**config.mk**
```make
export PLATFORM = sky130hd
export DESIGN_NAME = spirb_slave
export DESIGN_NICKNAME = d
export VERILOG_FILES = /design/src/rtl/spirb_pkg.sv /design/src/rtl/spirb_sync_edge.sv /design/src/rtl/spirb_frame_rx.sv /design/src/rtl/spirb_regbank.sv /design/src/rtl/spirb_tx.sv /design/src/rtl/spirb_slave.sv
export SDC_FILE = /design/constraint.sdc
export NUM_CORES = 1
export LEC_CHECK = 0
export ABC_CLOCK_PERIOD_IN_PS = 4850
export CORE_UTILIZATION = 25
export CTS_BUF_LIST = sky130_fd_sc_hd__clkbuf_4 sky130_fd_sc_hd__clkbuf_8
export CTS_CLUSTER_SIZE = 40
export DETAILED_ROUTE_END_ITERATION = 8
export MAX_ROUTING_LAYER = met4
export PLACE_DENSITY_LB_ADDON = 0.08
export RECOVER_POWER = 25
export SYNTH_ARGS = -nofsm -noshare
export SYNTH_HDL_FRONTEND = slang
export SYNTH_HIERARCHICAL = 1
export SYNTH_SLANG_ARGS = --single-unit
```
**constraint.sdc**
```tcl
create_clock -name clk_i -period 4.85 [get_ports clk_i]
set_input_delay 0.97 -clock clk_i [delete_from_list [all_inputs] [get_ports clk_i]]
set_output_delay 0.97 -clock clk_i [all_outputs]
set_load 0.05 [all_outputs]
```
**src/rtl/spirb_pkg.sv**
```systemverilog
package spirb_pkg;

   localparam int CMD_W    = 24;
   localparam int CRC_W    = 8;
   localparam int PEC_W    = CMD_W + CRC_W;
   localparam int DATA_W   = 16;
   localparam int SEL_W    = 5;
   localparam int DEV_W    = 2;
   localparam int NUM_KIND = 6;
   localparam int SLEW_KIND = 5;

   localparam logic [CRC_W-1:0]  CRC_POLY  = 8'h07;
   localparam logic [DATA_W-1:0] SLEW_MASK = 16'h107F;

   typedef struct packed {
      logic              rd;
      logic [DEV_W-1:0]  dev;
      logic [SEL_W-1:0]  sel;
      logic [DATA_W-1:0] data;
   } cmd_t;

   function automatic logic [CRC_W-1:0] crc8_24(input logic [CMD_W-1:0] d);
      logic [CRC_W-1:0] c;
      c = '0;
      for (int i = CMD_W - 1; i >= 0; i--) begin
         if (c[CRC_W-1] ^ d[i]) c = {c[CRC_W-2:0], 1'b0} ^ CRC_POLY;
         else                   c = {c[CRC_W-2:0], 1'b0};
      end
      return c;
   endfunction

endpackage

```
**src/rtl/spirb_sync_edge.sv**
```systemverilog
module spirb_sync_edge #(
   parameter int STAGES = 2
) (
   input  logic clk_i,
   input  logic rst_ni,
   input  logic sclk_i,
   input  logic sync_ni,
   input  logic sdin_i,
   output logic frame_act_o,
   output logic frame_start_o,
   output logic frame_end_o,
   output logic sclk_rise_o,
   output logic sclk_fall_o,
   output logic sdin_o
);

   // bit 0 serial clock, bit 1 frame select, bit 2 data
   localparam logic [2:0] IDLE = 3'b010;

   if (STAGES < 2) begin : g_bad_stages
      $error("spirb_sync_edge: STAGES must be at least 2");
   end

   logic [2:0] stage_q [STAGES];
   logic [2:0] last_q;
   logic [2:0] cur;

   for (genvar g = 0; g < STAGES; g++) begin : g_stage
      if (g == 0) begin : g_first
         always_ff @(posedge clk_i or negedge rst_ni) begin
            if (!rst_ni) stage_q[g] <= IDLE;
            else         stage_q[g] <= {sdin_i, sync_ni, sclk_i};
         end
      end else begin : g_next
         always_ff @(posedge clk_i or negedge rst_ni) begin
            if (!rst_ni) stage_q[g] <= IDLE;
            else         stage_q[g] <= stage_q[g-1];
         end
      end
   end

   always_ff @(posedge clk_i or negedge rst_ni) begin
      if (!rst_ni) last_q <= IDLE;
      else         last_q <= stage_q[STAGES-1];
   end

   assign cur           = stage_q[STAGES-1];
   assign frame_act_o   = !cur[1];
   assign frame_start_o = !cur[1] &&  last_q[1];
   assign frame_end_o   =  cur[1] && !last_q[1];
   assign sclk_rise_o   =  cur[0] && !last_q[0];
   assign sclk_fall_o   = !cur[0] &&  last_q[0];
   assign sdin_o        =  cur[2];

endmodule

```
**src/rtl/spirb_frame_rx.sv**
```systemverilog
module spirb_frame_rx
   import spirb_pkg::*;
#(
   parameter bit PEC_SUPPORT = 1'b1,
   parameter int CNT_W       = 6
) (
   input  logic clk_i,
   input  logic rst_ni,
   input  logic frame_start_i,
   input  logic frame_act_i,
   input  logic sclk_fall_i,
   input  logic sdin_i,
   input  logic pec_mode_i,
   output cmd_t cmd_o,
   output logic ok_o,
   output logic crc_bad_o
);

   localparam int CNT_MAX = (1 << CNT_W) - 1;

   if (CNT_MAX <= PEC_W) begin : g_bad_cnt
      $error("spirb_frame_rx: CNT_W too small for a checked frame");
   end

   logic [PEC_W-1:0] shreg_q;
   logic [CNT_W-1:0] bcnt_q;

   always_ff @(posedge clk_i or negedge rst_ni) begin
      if (!rst_ni) begin
         shreg_q <= '0;
         bcnt_q  <= '0;
      end else if (frame_start_i) begin
         shreg_q <= '0;
         bcnt_q  <= '0;
      end else if (frame_act_i && sclk_fall_i) begin
         shreg_q <= {shreg_q[PEC_W-2:0], sdin_i};
         if (bcnt_q != CNT_W'(CNT_MAX)) bcnt_q <= bcnt_q + 1'b1;
      end
   end

   if (PEC_SUPPORT) begin : g_pec
      logic crc_match;
      assign crc_match = (crc8_24(shreg_q[PEC_W-1:CRC_W]) == shreg_q[CRC_W-1:0]);
      always_comb begin
         if (pec_mode_i) begin
            cmd_o     = cmd_t'(shreg_q[PEC_W-1:CRC_W]);
            ok_o      = (bcnt_q == CNT_W'(PEC_W)) && crc_match;
            crc_bad_o = (bcnt_q == CNT_W'(PEC_W)) && !crc_match;
         end else begin
            cmd_o     = cmd_t'(shreg_q[CMD_W-1:0]);
            ok_o      = (bcnt_q == CNT_W'(CMD_W));
            crc_bad_o = 1'b0;
         end
      end
   end else begin : g_plain
      logic unused_hi;
      assign unused_hi = ^{pec_mode_i, shreg_q[PEC_W-1:CMD_W]};
      assign cmd_o     = cmd_t'(shreg_q[CMD_W-1:0]);
      assign ok_o      = (bcnt_q == CNT_W'(CMD_W));
      assign crc_bad_o = 1'b0;
   end

endmodule

```
**src/rtl/spirb_regbank.sv**
```systemverilog
module spirb_regbank
   import spirb_pkg::*;
#(
   parameter int NUM_CH      = 4,
   parameter bit PEC_SUPPORT = 1'b1
) (
   input  logic              clk_i,
   input  logic              rst_ni,
   input  logic              we_i,
   input  logic [SEL_W-1:0]  wsel_i,
   input  logic [DATA_W-1:0] wdata_i,
   input  logic [SEL_W-1:0]  rsel_i,
   input  logic [DATA_W-1:0] status_i,
   output logic [DATA_W-1:0] rdata_o,
   output logic              pec_en_o
);

   localparam int NUM_LOCAL = NUM_KIND * NUM_CH;
   localparam int SEL_STAT  = NUM_LOCAL;
   localparam int SEL_MAIN  = NUM_LOCAL + 1;
   localparam int SEL_SUPP  = NUM_LOCAL + 2;

   if (SEL_SUPP >= (1 << SEL_W)) begin : g_bad_map
      $error("spirb_regbank: register map exceeds select range");
   end

   logic [DATA_W-1:0] loc_q [NUM_LOCAL];
   logic [DATA_W-1:0] main_q;
   logic [DATA_W-1:0] supp_q;

   for (genvar r = 0; r < NUM_LOCAL; r++) begin : g_reg
      localparam logic [DATA_W-1:0] KEEP =
         ((r / NUM_CH) == SLEW_KIND) ? SLEW_MASK : {DATA_W{1'b1}};
      always_ff @(posedge clk_i or negedge rst_ni) begin
         if (!rst_ni)                                  loc_q[r] <= '0;
         else if (we_i && (wsel_i == SEL_W'(r)))       loc_q[r] <= wdata_i & KEEP;
      end
   end

   always_ff @(posedge clk_i or negedge rst_ni) begin
      if (!rst_ni) begin
         main_q <= '0;
         supp_q <= '0;
      end else if (we_i) begin
         if (wsel_i == SEL_W'(SEL_MAIN)) main_q <= wdata_i;
         if (wsel_i == SEL_W'(SEL_SUPP)) supp_q <= wdata_i;
      end
   end

   always_comb begin
      rdata_o = '0;
      for (int r = 0; r < NUM_LOCAL; r++) begin
         if (rsel_i == SEL_W'(r)) rdata_o = loc_q[r];
      end
      if (rsel_i == SEL_W'(SEL_STAT)) rdata_o = status_i;
      if (rsel_i == SEL_W'(SEL_MAIN)) rdata_o = main_q;
      if (rsel_i == SEL_W'(SEL_SUPP)) rdata_o = supp_q;
   end

   if (PEC_SUPPORT) begin : g_pec_on
      assign pec_en_o = main_q[0];
   end else begin : g_pec_off
      assign pec_en_o = 1'b0;
   end

endmodule

```
**src/rtl/spirb_tx.sv**
```systemverilog
module spirb_tx #(
   parameter int W = 32
) (
   input  logic         clk_i,
   input  logic         rst_ni,
   input  logic         frame_start_i,
   input  logic         frame_act_i,
   input  logic         sclk_rise_i,
   input  logic         pend_i,
   input  logic [W-1:0] word_i,
   output logic         sdo_o,
   output logic         oe_o
);

   logic [W-1:0] sr_q;
   logic         sdo_q;
   logic         oe_q;

   always_ff @(posedge clk_i or negedge rst_ni) begin
      if (!rst_ni) begin
         sr_q  <= '0;
         sdo_q <= 1'b0;
         oe_q  <= 1'b0;
      end else begin
         oe_q <= frame_act_i && pend_i;
         if (frame_start_i && pend_i) begin
            sr_q <= word_i;
         end else if (frame_act_i && sclk_rise_i) begin
            sdo_q <= sr_q[W-1];
            sr_q  <= {sr_q[W-2:0], 1'b0};
         end
      end
   end

   assign sdo_o = sdo_q;
   assign oe_o  = oe_q;

endmodule

```
**src/rtl/spirb_slave.sv**
```systemverilog
module spirb_slave
   import spirb_pkg::*;
#(
   parameter int NUM_CH      = 4,
   parameter int SYNC_STAGES = 2,
   parameter bit PEC_SUPPORT = 1'b1,
   parameter int CNT_W       = 6
) (
   input  logic             clk_i,
   input  logic             rst_ni,
   input  logic             sclk_i,
   input  logic             sync_ni,
   input  logic             sdin_i,
   input  logic [DEV_W-1:0] dev_addr_i,
   output logic             sdo_o,
   output logic             sdo_oe_o
);

   localparam int SEL_STAT = NUM_KIND * NUM_CH;

   if (NUM_CH != 1 && NUM_CH != 2 && NUM_CH != 4) begin : g_bad_ch
      $error("spirb_slave: NUM_CH must be 1, 2 or 4");
   end

   logic frame_act, frame_start, frame_end, sclk_rise, sclk_fall, sdin_s;
   cmd_t cmd;
   logic frame_ok, crc_bad, pec_en, accept;
   logic rd_pend, crc_err;
   logic [DATA_W-1:0] rdata;
   logic [PEC_W-1:0]  rb_word;

   spirb_sync_edge #(.STAGES(SYNC_STAGES)) u_sync (
      .clk_i, .rst_ni, .sclk_i, .sync_ni, .sdin_i,
      .frame_act_o   (frame_act),
      .frame_start_o (frame_start),
      .frame_end_o   (frame_end),
      .sclk_rise_o   (sclk_rise),
      .sclk_fall_o   (sclk_fall),
      .sdin_o        (sdin_s)
   );

   spirb_frame_rx #(.PEC_SUPPORT(PEC_SUPPORT), .CNT_W(CNT_W)) u_rx (
      .clk_i, .rst_ni,
      .frame_start_i (frame_start),
      .frame_act_i   (frame_act),
      .sclk_fall_i   (sclk_fall),
      .sdin_i        (sdin_s),
      .pec_mode_i    (pec_en),
      .cmd_o         (cmd),
      .ok_o          (frame_ok),
      .crc_bad_o     (crc_bad)
   );

   assign accept = frame_end && frame_ok && (cmd.dev == dev_addr_i);

   spirb_regbank #(.NUM_CH(NUM_CH), .PEC_SUPPORT(PEC_SUPPORT)) u_bank (
      .clk_i, .rst_ni,
      .we_i     (accept && !cmd.rd),
      .wsel_i   (cmd.sel),
      .wdata_i  (cmd.data),
      .rsel_i   (cmd.sel),
      .status_i ({{(DATA_W-1){1'b0}}, crc_err}),
      .rdata_o  (rdata),
      .pec_en_o (pec_en)
   );

   always_ff @(posedge clk_i or negedge rst_ni) begin
      if (!rst_ni) begin
         rd_pend <= 1'b0;
         crc_err <= 1'b0;
         rb_word <= '0;
      end else if (frame_end) begin
         rd_pend <= accept && cmd.rd;
         if (accept && cmd.rd) begin
            if (pec_en) rb_word <= {8'h00, rdata, crc8_24({8'h00, rdata})};
            else        rb_word <= {8'h00, rdata, 8'h00};
            if (cmd.sel == SEL_W'(SEL_STAT)) crc_err <= 1'b0;
         end
         if (crc_bad) crc_err <= 1'b1;
      end
   end

   spirb_tx #(.W(PEC_W)) u_tx (
      .clk_i, .rst_ni,
      .frame_start_i (frame_start),
      .frame_act_i   (frame_act),
      .sclk_rise_i   (sclk_rise),
      .pend_i        (rd_pend),
      .word_i        (rb_word),
      .sdo_o         (sdo_o),
      .oe_o          (sdo_oe_o)
   );

endmodule

```
## After elaboration in Yosys (flattened, before gate mapping)

Cells that the tools add are included.

| storage, ports and cells | value |
|---|---|
| bits in registers | 490 |
| word-level logic and storage cells | 368 |

| cells by class | value |
|---|---|
| mux-type cells | 157 |
| equality and inequality tests | 31 |
| bitwise logic cells | 86 |
| add/sub/neg operators | 1 |
| reduce and logical (&&, ||, !) cells | 56 |

Operator list:

| cell | number |
|---|---|
| 8-bit 2-to-1 mux | 70 |
| 16-bit 2-to-1 mux | 27 |
| 3-bit 2-to-1 mux | 47 |
| 3-bit NOT | 46 |
| 32-bit 2-to-1 mux | 4 |
| 5-bit == test, second input constant | 11 |
| 5-bit by 4-bit == test with 1-bit output, second input constant | 8 |
| 1-bit logical AND | 38 |
| 1-bit bitwise XOR | 34 |
| 24-bit 2-to-1 mux | 1 |
| 5-bit by 3-bit == test with 1-bit output, second input constant | 4 |
| 6-bit 2-to-1 mux | 3 |
| 5-bit by 2-bit == test with 1-bit output, second input constant | 2 |
| 2-bit AND reduction | 5 |
| 2-bit nonzero test | 5 |
| 8-bit == test | 1 |
| 6-bit by 1-bit adder with 6-bit output, second input constant | 1 |
| 6-bit by 5-bit == test with 1-bit output, second input constant | 1 |
| 6-bit == test, second input constant | 1 |
| 1-bit zero test | 6 |
| 6-bit != test, second input constant | 1 |
| 5-bit by 1-bit == test with 1-bit output, second input constant | 1 |
| 5-bit zero test | 1 |
| 1-bit 2-to-1 mux | 5 |
| other kinds (4) | 8 |

## Logic depth before layout (Yosys ltp)

| depth | value |
|---|---|
| depth in word-level cells | 168 |
| gate-level depth with buffers | 18 |

## By module

The synthesis kept the hierarchy.

Modules (own cells, without submodules):

| module | cells each | area each (um2) | instances |
|---|---|---|---|
| spirb_regbank | 1582 | 19080.8 | 1 |
| spirb_frame_rx | 281 | 2761.4 | 1 |
| spirb_tx | 145 | 1571.5 | 1 |
| spirb_slave | 105 | 1370.1 | 1 |
| spirb_sync_edge | 13 | 237.7 | 1 |

## Worst setup path before layout

OpenSTA, ideal clock, no wires.

| timing path | value |
|---|---|
| path type | register to register |
| start point | reg u_bank.main_q[0] |
| end point | reg rb_word[1] |
| cell stages (with the launch flop) | 16 |
| setup time | 0.076 ns |
| arrival | 4.141 ns |
| slack | 0.632 ns |
| data required time | 4.774 ns |
| period minus slack after synthesis | 4.218 ns |
| path through | dfrtp_1 > clkbuf_1 > clkbuf_1 > mux2_2 > buf_2 > inv_1 > buf_2 > clkbuf_1 > o21ai_0 > a221oi_1 > o211ai_1 > a21oi_1 > xnor3_1 > xor2_2 > xnor3_1 > o21ai_1 |

RTL lines:

| what | RTL line | RTL |
|---|---|---|
| start, declared | spirb_regbank.sv:28 | `logic [DATA_W-1:0] main_q;` |
| start signal, assigned | spirb_regbank.sv:45 | `if (wsel_i == SEL_W'(SEL_MAIN)) main_q <= wdata_i;` |
| end signal, assigned | spirb_slave.sv:75 | `if (pec_en) rb_word <= {8'h00, rdata, crc8_24({8'h00, rdata})};` |
| end signal, assigned | spirb_slave.sv:76 | `else rb_word <= {8'h00, rdata, 8'h00};` |
| end, declared | spirb_slave.sv:30 | `logic [PEC_W-1:0] rb_word;` |

==> impl_metrics.tcl <==
set metrics [dict create \
    yosysSeqAreaShare_pct 49.0 \
    worstReg2RegEnd "rb_word[5]" \
    ys_ff_latch 490 \
    timing.rr.start "u_bank/main_q[0]" \
    synth_area_sq_mm 0.0250 \
    h-tree-depth 3 \
    ios 9 \
    fp-row-count 115 \
    critPathMaxFanout 26 \
    post-route-min-period_ns 4.67 \
    synth.avg_cell_area_sq_um 11.8 \
    crit_type "reg2reg" \
    grt_pass1_vias 18954 \
    numCtsBuffers 95 \
    switchingPower_mw 2.13 \
    areaGrowthSynthToFinish_pct 17.0 \
    power.internal_mw 6.85 \
    vias 17820 \
    combPwrFrac_pct 2.8 \
    setup_viol 0 \
    maxSlewViolCount 337 \
    reg2reg_slack_ns 0.18 \
    synthCells 2126 \
    synth_ff_type "dfrtp_1" \
    root_buffer "clkbuf_8" \
    drive_gt1_share_pct 36.0 \
    layout_commonest_cell "dfrtp_1" \
    hold_path_depth 0 \
    powerDensity_mw_per_mm2 307 \
    fmax_mhz 214 \
    worstMarginPinSlew_ns 2.22 \
    skew_ns 0.0340 \
    grt_max_degree 81 \
    detail-route-antenna-nets 0 \
    rsz0062_at_grt "false" \
    post-dp-hpwl_mm 63.4 \
    hold-worst-slack_ns 0.353 \
    r2r_cells 14 \
    period_share_pct 96.4 \
    crit_path_start_kind "flop" \
    dieArea_sq_mm 0.101 \
    hold_viol_final 0 \
    maxSlewHeadroom_pct -48.0 \
    place.gp.congestion 0.827 \
    die_y_microns 318 \
    p_seq_share_pct 46.4 \
    overflow 0 \
    p_clk_share_pct 50.8 \
    clkTransAtPathRegs_ns 0.06 \
    vias_per_cell 4.95 \
    tns_ns 0 \
    placed_cells 3430 \
    ys_types 98 \
    power.leakage_nw 13.5 \
    status "finished, violations left" \
    wl_per_cell_microns 27.1 \
    final_cells 3602 \
    firstDrtPassIters 5 \
    mostFrequentLayoutCells "dfrtp_1, mux2_2, nand2_1, buf_4, clkbuf_8" \
    critPathArrivalTime_ns 5.26 \
    yosys_warnings 6 \
    hold_class "reg2reg" \
    cts_sinks 490 \
    vdd_drop_max_mv 0.166 \
    clk_latency_ns 0.73 \
    drc_errors 0 \
    core_area_sq_mm 0.0987 \
    synth_edf_count 0 \
    hp-start "u_sync/stage_q[3]" \
    min_to "u_sync/cur[0]" \
    cp-end-kind "flop" \
    routed_wl_mm 97.5 \
    drtIter0Drc 1058 \
    cts_tree "done" \
    drv_cap 5 \
    initial_core_util_pct 25.3 \
    portBuffers 8 \
    grt_pass1_wl_mm 143 \
    violations "max-capacitance violations, max-slew violations" \
    fin_nets 2249 \
    clk_path_buf_depth 3 \
    die_width_microns 318 \
    grt_usage_pct 20.0 \
    p_sw_share_pct 23.7 \
    antenna_found_initial 9 \
    crit_required_ns 5.44 \
    async_flop_share_pct 100 \
]
worst max-delay path by stage:
stage	start	end	cells past startpoint
2_1_floorplan	u_bank/main_q[0]	rb_word[1]	15
3_3_place_gp	u_bank/main_q[0]	rb_word[1]	12
3_5_place_dp	u_bank/main_q[0]	rb_word[5]	14
4_1_cts	u_bank/main_q[0]	rb_word[1]	12
5_1_grt	u_bank/main_q[0]	rb_word[5]	15
6_report	u_bank/main_q[0]	rb_word[5]	14
what timing repair did:
item / 4_1_cts / 5_1_grt
setup buffers: 0 / 0
hold buffers: 0 / 0
gates resized for setup: 0 / 4
endpoints found under the setup margin: 0 / 52
critical path: stages, from the launching register on:
cell,delay (ns)
dfrtp_1,0.54
buf_4,0.22
mux2_4,0.47
or3b_2,0.71
nor2_2,0.37
nor3_1,0.13
nor4b_1,0.55
buf_4,0.26
o211ai_1,0.15
buf_4,0.18
xnor3_1,0.39
xor2_1,0.21
buf_4,0.15
xnor2_1,0.10
o21ai_0,0.09
synthesized netlist by cell type, types with 4 or more instances:
cell type  number  area [sq um]
o21ai_0        84           420
xnor2_1        44           385
a211oi_1       11          82.6
mux2_2        437          4920
xor2_1         20           175
o22ai_1        24           150
o221a_2         4          45.0
a32oi_1         5          43.8
o221ai_1       12           105
buf_2          67           335
mux4_2          7           158
or2_2           5          31.3
inv_1          19          71.3
a221o_1         8          80.1
nor3_2          4          40.0
o22a_1          4          35.0
buf_6          14           158
nand3b_1        5          37.5
nand2_1       192           721
a21oi_1       105           526
clkbuf_8        6          82.6
a31oi_1        21           131
o31ai_1         4          30.0
a2111oi_0       4          35.0
nand3_1        19          95.1
and2_1          5          31.3
o21ai_1        32           160
a22o_1          7          61.3
xnor3_1        21           473
dfrtp_1       487         12200
nor2b_1        19           119
a22oi_1        23           173
nor4_1          6          37.5
nor2_1         70           263
mux2i_1        73           731
nor3_1         27           135
nor2_2          9          56.3
nand4_1         7          43.8
buf_4          16           120
nand2b_1       23           144
clkbuf_1       63           236
or3_1           6          37.5
o211ai_1       10          75.1
a211o_1         5          43.8
o32ai_1         6          52.6
power by group through the flow:
stage                     sequential [mW]  combinational, mW  clock [mW]
final                                4.16              0.251        4.56
after global routing                 4.16              0.286        4.90
after CTS                            4.16              0.271        4.73
after detailed placement             4.23              0.269           0
after global placement               4.23              0.264           0
after floorplan                      4.24              0.102           0
final cells by class:
cell class | count | area, sq um
inverter | 19 | 71.3
sequential | 490 | 12300
multi-input combinational | 1469 | 11900
fill | 10202 | 69400
timing repair buffer | 165 | 1370
clock buffer | 152 | 1870
antenna | 4 | 10.0
tap | 1287 | 1610
clock inverter | 16 | 193
cells by family after synthesis:
group                    share of synthesized area [%]
XOR/XNOR                                          4.76
AO/OA/AOI/OAI                                     10.1
AND/OR/NAND/NOR                                   8.60
multiplexers                                      23.3
other                                           0.0150
adder cells (fa/ha/maj)                          0.100
buffers and inverters                             4.13
flip-flops                                        49.0
sequential cells by signal, summed over array words and instances, names as in the netlist:
register / count
u_sync/stage_q: 3
u_bank/main_q: 16
u_rx/bcnt_q: 6
rb_word: 24
u_bank/supp_q: 16
u_tx/oe_o: 1
crc_err: 1
u_rx/shreg_q: 32
rd_pend: 1
u_sync/last_q: 2
u_sync/cur: 3
u_bank/loc_q: 352
u_tx/sr_q: 32
u_tx/sdo_o: 1
metal layers:
metal / share of wire, % / vias up / global-route usage [%]
met4: 2.6 / 0 / 6.24
met1: 47 / 9421 / 26.4
met2: 47 / 378 / 31.3
met3: 3.6 / 149 / 3.07
li1: - / 7872 / -
met5: 0 / - / -
per-stage QoR:
stage / power [mW] / util (%) / setup WS [ns] / cell area [sq um]
finish: 8.97 / 29.7 / 0.176 / 29300
detailed placement: 4.50 / 27.6 / 0.0535 / 27300
global route: 9.35 / 29.7 / 0.00667 / 29300
global placement: 4.50 / 27.6 / -0.0361 / 27300
floorplan: 4.34 / - / 0.632 / 25100
CTS: 9.16 / 29.7 / 0.0489 / 29300
No activity file was read; power rests on OpenSTA's default activity.
